--- config.mk ---
export PLATFORM = sky130hd
export DESIGN_NAME = selftimed_write_ctrl
export DESIGN_NICKNAME = d
export VERILOG_FILES = /design/src/rtl/stw_pkg.sv /design/src/rtl/stw_page_buf.sv /design/src/rtl/stw_cycle_timer.sv /design/src/rtl/selftimed_write_ctrl.sv
export SDC_FILE = /design/constraint.sdc
export NUM_CORES = 1
export LEC_CHECK = 0
export ABC_AREA = 1
export BUFFER_PORTS_ARGS = -buffer_cell sky130_fd_sc_hd__buf_4
export CAP_MARGIN = 20
export CORE_MARGIN = 2
export CORE_UTILIZATION = 52
export CTS_CLUSTER_DIAMETER = 150
export DETAILED_ROUTE_END_ITERATION = 10
export PLACE_DENSITY = 0.77
export SLEW_MARGIN = 10
export SYNTH_ARGS = -nofsm -noshare
export SYNTH_HDL_FRONTEND = slang
export SYNTH_SLANG_ARGS = --single-unit
--- constraint.sdc ---
create_clock -name clk -period 1.7 [get_ports clk]
set_clock_uncertainty 0.2 [all_clocks]
set_input_delay 0 -clock clk [delete_from_list [all_inputs] [get_ports clk]]
set_output_delay 0 -clock clk [all_outputs]
set_load 0.005 [all_outputs]
--- src/rtl/stw_pkg.sv ---
package stw_pkg;
  // Page size follows density: smallest array uses 8-byte pages.
  function automatic int page_bytes_for(input int addr_w);
    return (addr_w <= 8) ? 8 : 16;
  endfunction
endpackage

--- src/rtl/stw_page_buf.sv ---
module stw_page_buf #(
  parameter int DEPTH = 8,
  parameter int IW    = $clog2(DEPTH)
) (
  input  logic          clk,
  input  logic          rst,
  input  logic          clr,
  input  logic          wr_en,
  input  logic [IW-1:0] wr_idx,
  input  logic [7:0]    wr_data,
  input  logic          rd_en,
  input  logic [IW-1:0] rd_idx,
  output logic [7:0]    rd_data,
  output logic          rd_valid,
  output logic          any_valid
);
  logic [7:0]       store [DEPTH];
  logic [DEPTH-1:0] vmask;

  // Data storage without reset so it maps onto RAM.
  always_ff @(posedge clk) begin
    if (wr_en) store[wr_idx] <= wr_data;
    rd_data <= store[rd_idx];
  end

  always_ff @(posedge clk) begin
    if (rst || clr) vmask <= '0;
    else if (wr_en) vmask[wr_idx] <= 1'b1;
  end

  always_ff @(posedge clk) begin
    if (rst) rd_valid <= 1'b0;
    else     rd_valid <= rd_en && vmask[rd_idx];
  end

  assign any_valid = |vmask;
endmodule

--- src/rtl/stw_cycle_timer.sv ---
module stw_cycle_timer #(
  parameter int unsigned CYCLES = 40,
  parameter int          CW     = $clog2(CYCLES + 1)
) (
  input  logic          clk,
  input  logic          rst,
  input  logic          launch,
  output logic          busy,
  output logic          done,
  output logic [CW-1:0] cnt,
  output logic          last
);
  assign last = busy && (cnt == CW'(CYCLES - 1));

  always_ff @(posedge clk) begin
    if (rst) begin
      busy <= 1'b0;
      done <= 1'b0;
      cnt  <= '0;
    end else begin
      done <= last;
      if (launch && !busy) begin
        busy <= 1'b1;
        cnt  <= '0;
      end else if (busy) begin
        cnt <= cnt + 1'b1;
        if (last) busy <= 1'b0;
      end
    end
  end
endmodule

--- src/rtl/selftimed_write_ctrl.sv ---
module selftimed_write_ctrl #(
  parameter int          ADDR_W     = 8,
  parameter int unsigned CYCLE_CLKS = 40
) (
  input  logic              clk,
  input  logic              rst,
  input  logic              start_seen,
  input  logic              addr_vld,
  input  logic [ADDR_W-1:0] addr_in,
  input  logic              byte_vld,
  input  logic [7:0]        byte_in,
  input  logic              stop_seen,
  input  logic              wp,
  output logic              busy,
  output logic              done,
  output logic              mem_we,
  output logic [ADDR_W-1:0] mem_addr,
  output logic [7:0]        mem_wdata
);
  localparam int PAGE = stw_pkg::page_bytes_for(ADDR_W);
  localparam int PW   = $clog2(PAGE);
  localparam int RW   = ADDR_W - PW;
  localparam int CW   = $clog2(CYCLE_CLKS + 1);

  logic          accept, any_data, launch, buf_clr, buf_wr, fin, rd_en;
  logic [RW-1:0] row_q;
  logic [PW-1:0] off_q, rd_idx;
  logic [CW-1:0] tcnt;

  assign accept  = !busy;
  assign buf_wr  = accept && byte_vld;
  assign launch  = accept && stop_seen && any_data && !wp;
  assign buf_clr = fin || (accept && (start_seen || addr_vld || (stop_seen && !launch)));
  assign rd_en   = busy && (tcnt < CW'(PAGE));
  assign rd_idx  = tcnt[PW-1:0];

  // Row is held for the commit; slot offset wraps inside the page.
  always_ff @(posedge clk) begin
    if (rst) begin
      row_q <= '0;
      off_q <= '0;
    end else if (accept && addr_vld) begin
      {row_q, off_q} <= addr_in;
    end else if (buf_wr) begin
      off_q <= off_q + 1'b1;
    end
  end

  stw_page_buf #(.DEPTH(PAGE), .IW(PW)) u_buf (
    .clk      (clk),
    .rst      (rst),
    .clr      (buf_clr),
    .wr_en    (buf_wr),
    .wr_idx   (off_q),
    .wr_data  (byte_in),
    .rd_en    (rd_en),
    .rd_idx   (rd_idx),
    .rd_data  (mem_wdata),
    .rd_valid (mem_we),
    .any_valid(any_data)
  );

  stw_cycle_timer #(.CYCLES(CYCLE_CLKS), .CW(CW)) u_timer (
    .clk   (clk),
    .rst   (rst),
    .launch(launch),
    .busy  (busy),
    .done  (done),
    .cnt   (tcnt),
    .last  (fin)
  );

  always_ff @(posedge clk) begin
    if (rst) mem_addr <= '0;
    else     mem_addr <= {row_q, rd_idx};
  end
endmodule

==> flow_summary.ini <==
[logic_synthesis]
syn_nets = 395
synth_warnings = 0
synthMostInstantiatedCell = nor2_1
synth_area_um2 = 3993
synth_area_leaders = edfxtp_1 (48%), dfxtp_1 (21%), nor2_1 (7.5%)
async_flop_share_pct = 0
avgSynthCellArea_um2 = 10.79
synth.distinct_cells = 26
yosysTopAreaCell = edfxtp_1
ys_ff_latch = 105
synth_ff_type = edfxtp_1
ys_seq_area_share_pct = 68.69
synth_top_area_share_pct = 48.14
synth_edf_count = 64
netlist_instances = 370
synth_common_cells = nor2_1 (80), edfxtp_1 (64), nand2_1 (44)

[cells_and_area]
drive_above_1_share_pct = 20.22
diodes = 0
syn_to_final_growth_pct = 22.66
num-fill-cells = 567
regArea_um2 = 2743
multi_input_area_um2 = 1065
utilization_pct = 66.80
fin_nets = 470

[global_route]
overflow = 0
gr-usage-all-layers_pct = 20.87
grt_max_degree = 39
antenna_found_initial = 0
grt_pass1_vias = 2742
grt_pass1_wl_mm = 13.34

[worst_setup_path]
worstSetupPathDepth = 6
cp_slowest_cell = dfxtp_1
worst_path_dominant_cell_family = buffers and inverters
worst_path_largest_cell_delay_ns = 0.38
endpoint_kind = flip-flop
r2r.worst_path.cells = 6
rr_endpoint = u_buf.store[7][0]
ff2ff_setup_slack_ns = 0.11
critPathMaxFanout = 9
worstPathCellList = inv_2 -> nand2_1 -> nor2_1 -> inv_2 -> nor2_1 -> buf_4
path_buf_inv = 3
start_kind = flip-flop
crit_type = reg -> reg
cp.arrival_ns = 1.45
cp_data_required_time_ns = 1.57
r2r_start = u_timer.busy

[cts]
cts_root_buf = clkbuf_8
cts_tree = yes
clock-sinks = 105
post_cts_buffers = 0
htreeDepth = 3
cts_inserted_buffers = 9
worst_skew_pair.late_latency_ns = 0.36
cts.reportedPaths.clkPinSlew_ns = 0.10
cts_buffer_depth = 2

[floorplan]
ios = 42
start_util_pct = 54.46
core_um2 = 7331
die_w_um = 91.63
dieArea_um2 = 8395
die_h_um = 91.63
std_cell_rows = 31

[placement]
hpwl_mm = 5.526
portBuffers = 41
gp_congestion = 0.8348

[timing]
relSlewSlack_pct = 77.51
rsz0062_at_grt = no
finalSetupTns_ns = 0
worstMarginPinSlew_ns = 0.3351
hold_viol = 0
setup_viol_count_final = 0
finalMaxSlewViolations = 0
max_freq_mhz = 630.2
period_share_pct = 93.35
min_period_ns = 1.587

[pwr]
vdd_drop_max_mv = 0.4459
p_total_mw = 4.620
power_frac_seq_pct = 60.7
p_clk_share_pct = 32.5
combPwrFrac_pct = 6.7
p_sw_share_pct = 22.00
power_switching_mw = 1.016
p_leak_nw = 1.898
p_per_area_nw_per_um2 = 943.3
internal-power_mw = 3.603

[route]
vias = 2870
avgViaCountPerCell = 5.228
dr.pass1.iters = 5
wl_per_cell_um = 15.40
drc = 0
drt_iter0_markers = 183
ant_nets = 0
totalWireLength_mm = 8.454

[worst_hold_path]
hold_end = u_buf.store[6][5]
hold_path.class = in -> reg
min_path_cells = 2
hold_path.startpoint = byte_in[5]

[run_status]
outcome = finished clean

[job]
maxCapViolations = 0
## registers in the layout (all words and copies together), names as in the netlist
signal and count:
off_q 3, u_buf.rd_data 8, u_buf.store 64, u_buf.vmask 8, row_q 5, u_timer.cnt 6
u_timer.busy 1, mem_addr 8, u_timer.done 1, u_buf.rd_valid 1
## routing by layer
metal	routed length [um]	share of wire [%]	vias up	GRT usage, %
li1	-	-	1417	-
met1	3414	40	1360	24.96
met2	4481	53	78	37.50
met3	406	4.8	15	3.287
met4	151	1.8	0	8.460
met5	0	0	-	0
## cells in the final DEF (no fill, tap or decap)
cell type and n:
o22ai_1 16, buf_12 2, edfxtp_1 64, nor2_2 2
or2_1 1, nand2_2 2, nand2_1 44, clkinv_1 2
bufinv_8 1, o21ai_1 13, nor3_4 1, a21oi_1 22
buf_4 56, dfxtp_1 41, nor2_1 79, o21ai_0 30
xor2_1 3, clkbuf_8 9, xnor2_1 1, dlygate4sd3_1 22
inv_2 9, inv_1 9, nand3_1 8, nand3_2 2
bufinv_16 1, clkinv_2 3, inv_6 1, ha_1 2
nor3_1 2, clkinvlp_4 2
## stage by stage
step	std cells	worst slack, ns	hold WS (ns)	area, um^2
after floorplan	370	-0.01352	-0.1309	3995
after CTS	549	0.1029	0.2086	4892
after global placement	511	0.1627	0.04743	4479
after global routing	549	0.01825	0.2232	4897
final	549	0.1131	0.2173	4897
after detailed placement	511	0.1227	0.04578	4479
## power groups by stage
stage                     Sequential, mW  Combinational [mW]  Clock, mW
after CTS                           2.81               0.313       1.52
after global routing                2.81               0.346       1.62
final                               2.81               0.312       1.50
after detailed placement            2.86               0.272          0
after global placement              2.86               0.264          0
after floorplan                     2.86               0.126          0
## worst max path at each step
| stage | slack [ns] | endpoint | from |
|---|---|---|---|
| 4_1_cts | 0.10 | u_buf.store[5][5] | u_timer.busy |
| 3_5_place_dp | 0.12 | u_buf.store[5][1] | u_timer.busy |
| 5_1_grt | 0.02 | u_buf.store[7][2] | u_timer.busy |
| 6_report | 0.11 | u_buf.store[7][0] | u_timer.busy |
| 3_3_place_gp | 0.16 | u_buf.store[7][6] | u_timer.busy |
| 2_1_floorplan | -0.01 | u_buf.store[4][0] | u_timer.busy |
## area by class of cell
| type | count | share of cell area, % |
|---|---|---|
| Inverter | 21 | 1.891 |
| Timing Repair Buffer | 80 | 13.90 |
| Clock inverter | 7 | 1.405 |
| Clock buffer | 9 | 2.529 |
| Tap cell | 99 | 2.529 |
| Sequential cell | 105 | 56.00 |
| Multi-Input combinational cell | 228 | 21.74 |
## kinds of logic after synthesis
logic type | count (synthesis) | share of synthesized area [%]
and+or+nand+nor | 141 | 14.32
DFF | 105 | 68.69
AOI/OAI and AO/OA | 81 | 10.66
buffers and inverters | 37 | 4.826
xor gates and xnor gates | 4 | 0.8776
adders and majority gates | 2 | 0.6267
## timing repair
action	in CTS	in global routing
hold buffers	22	0
setup endpoints to repair	0	1
gates resized for setup	0	1
endpoints found under the hold margin	92	0
Power figures use the tool's default switching activity.
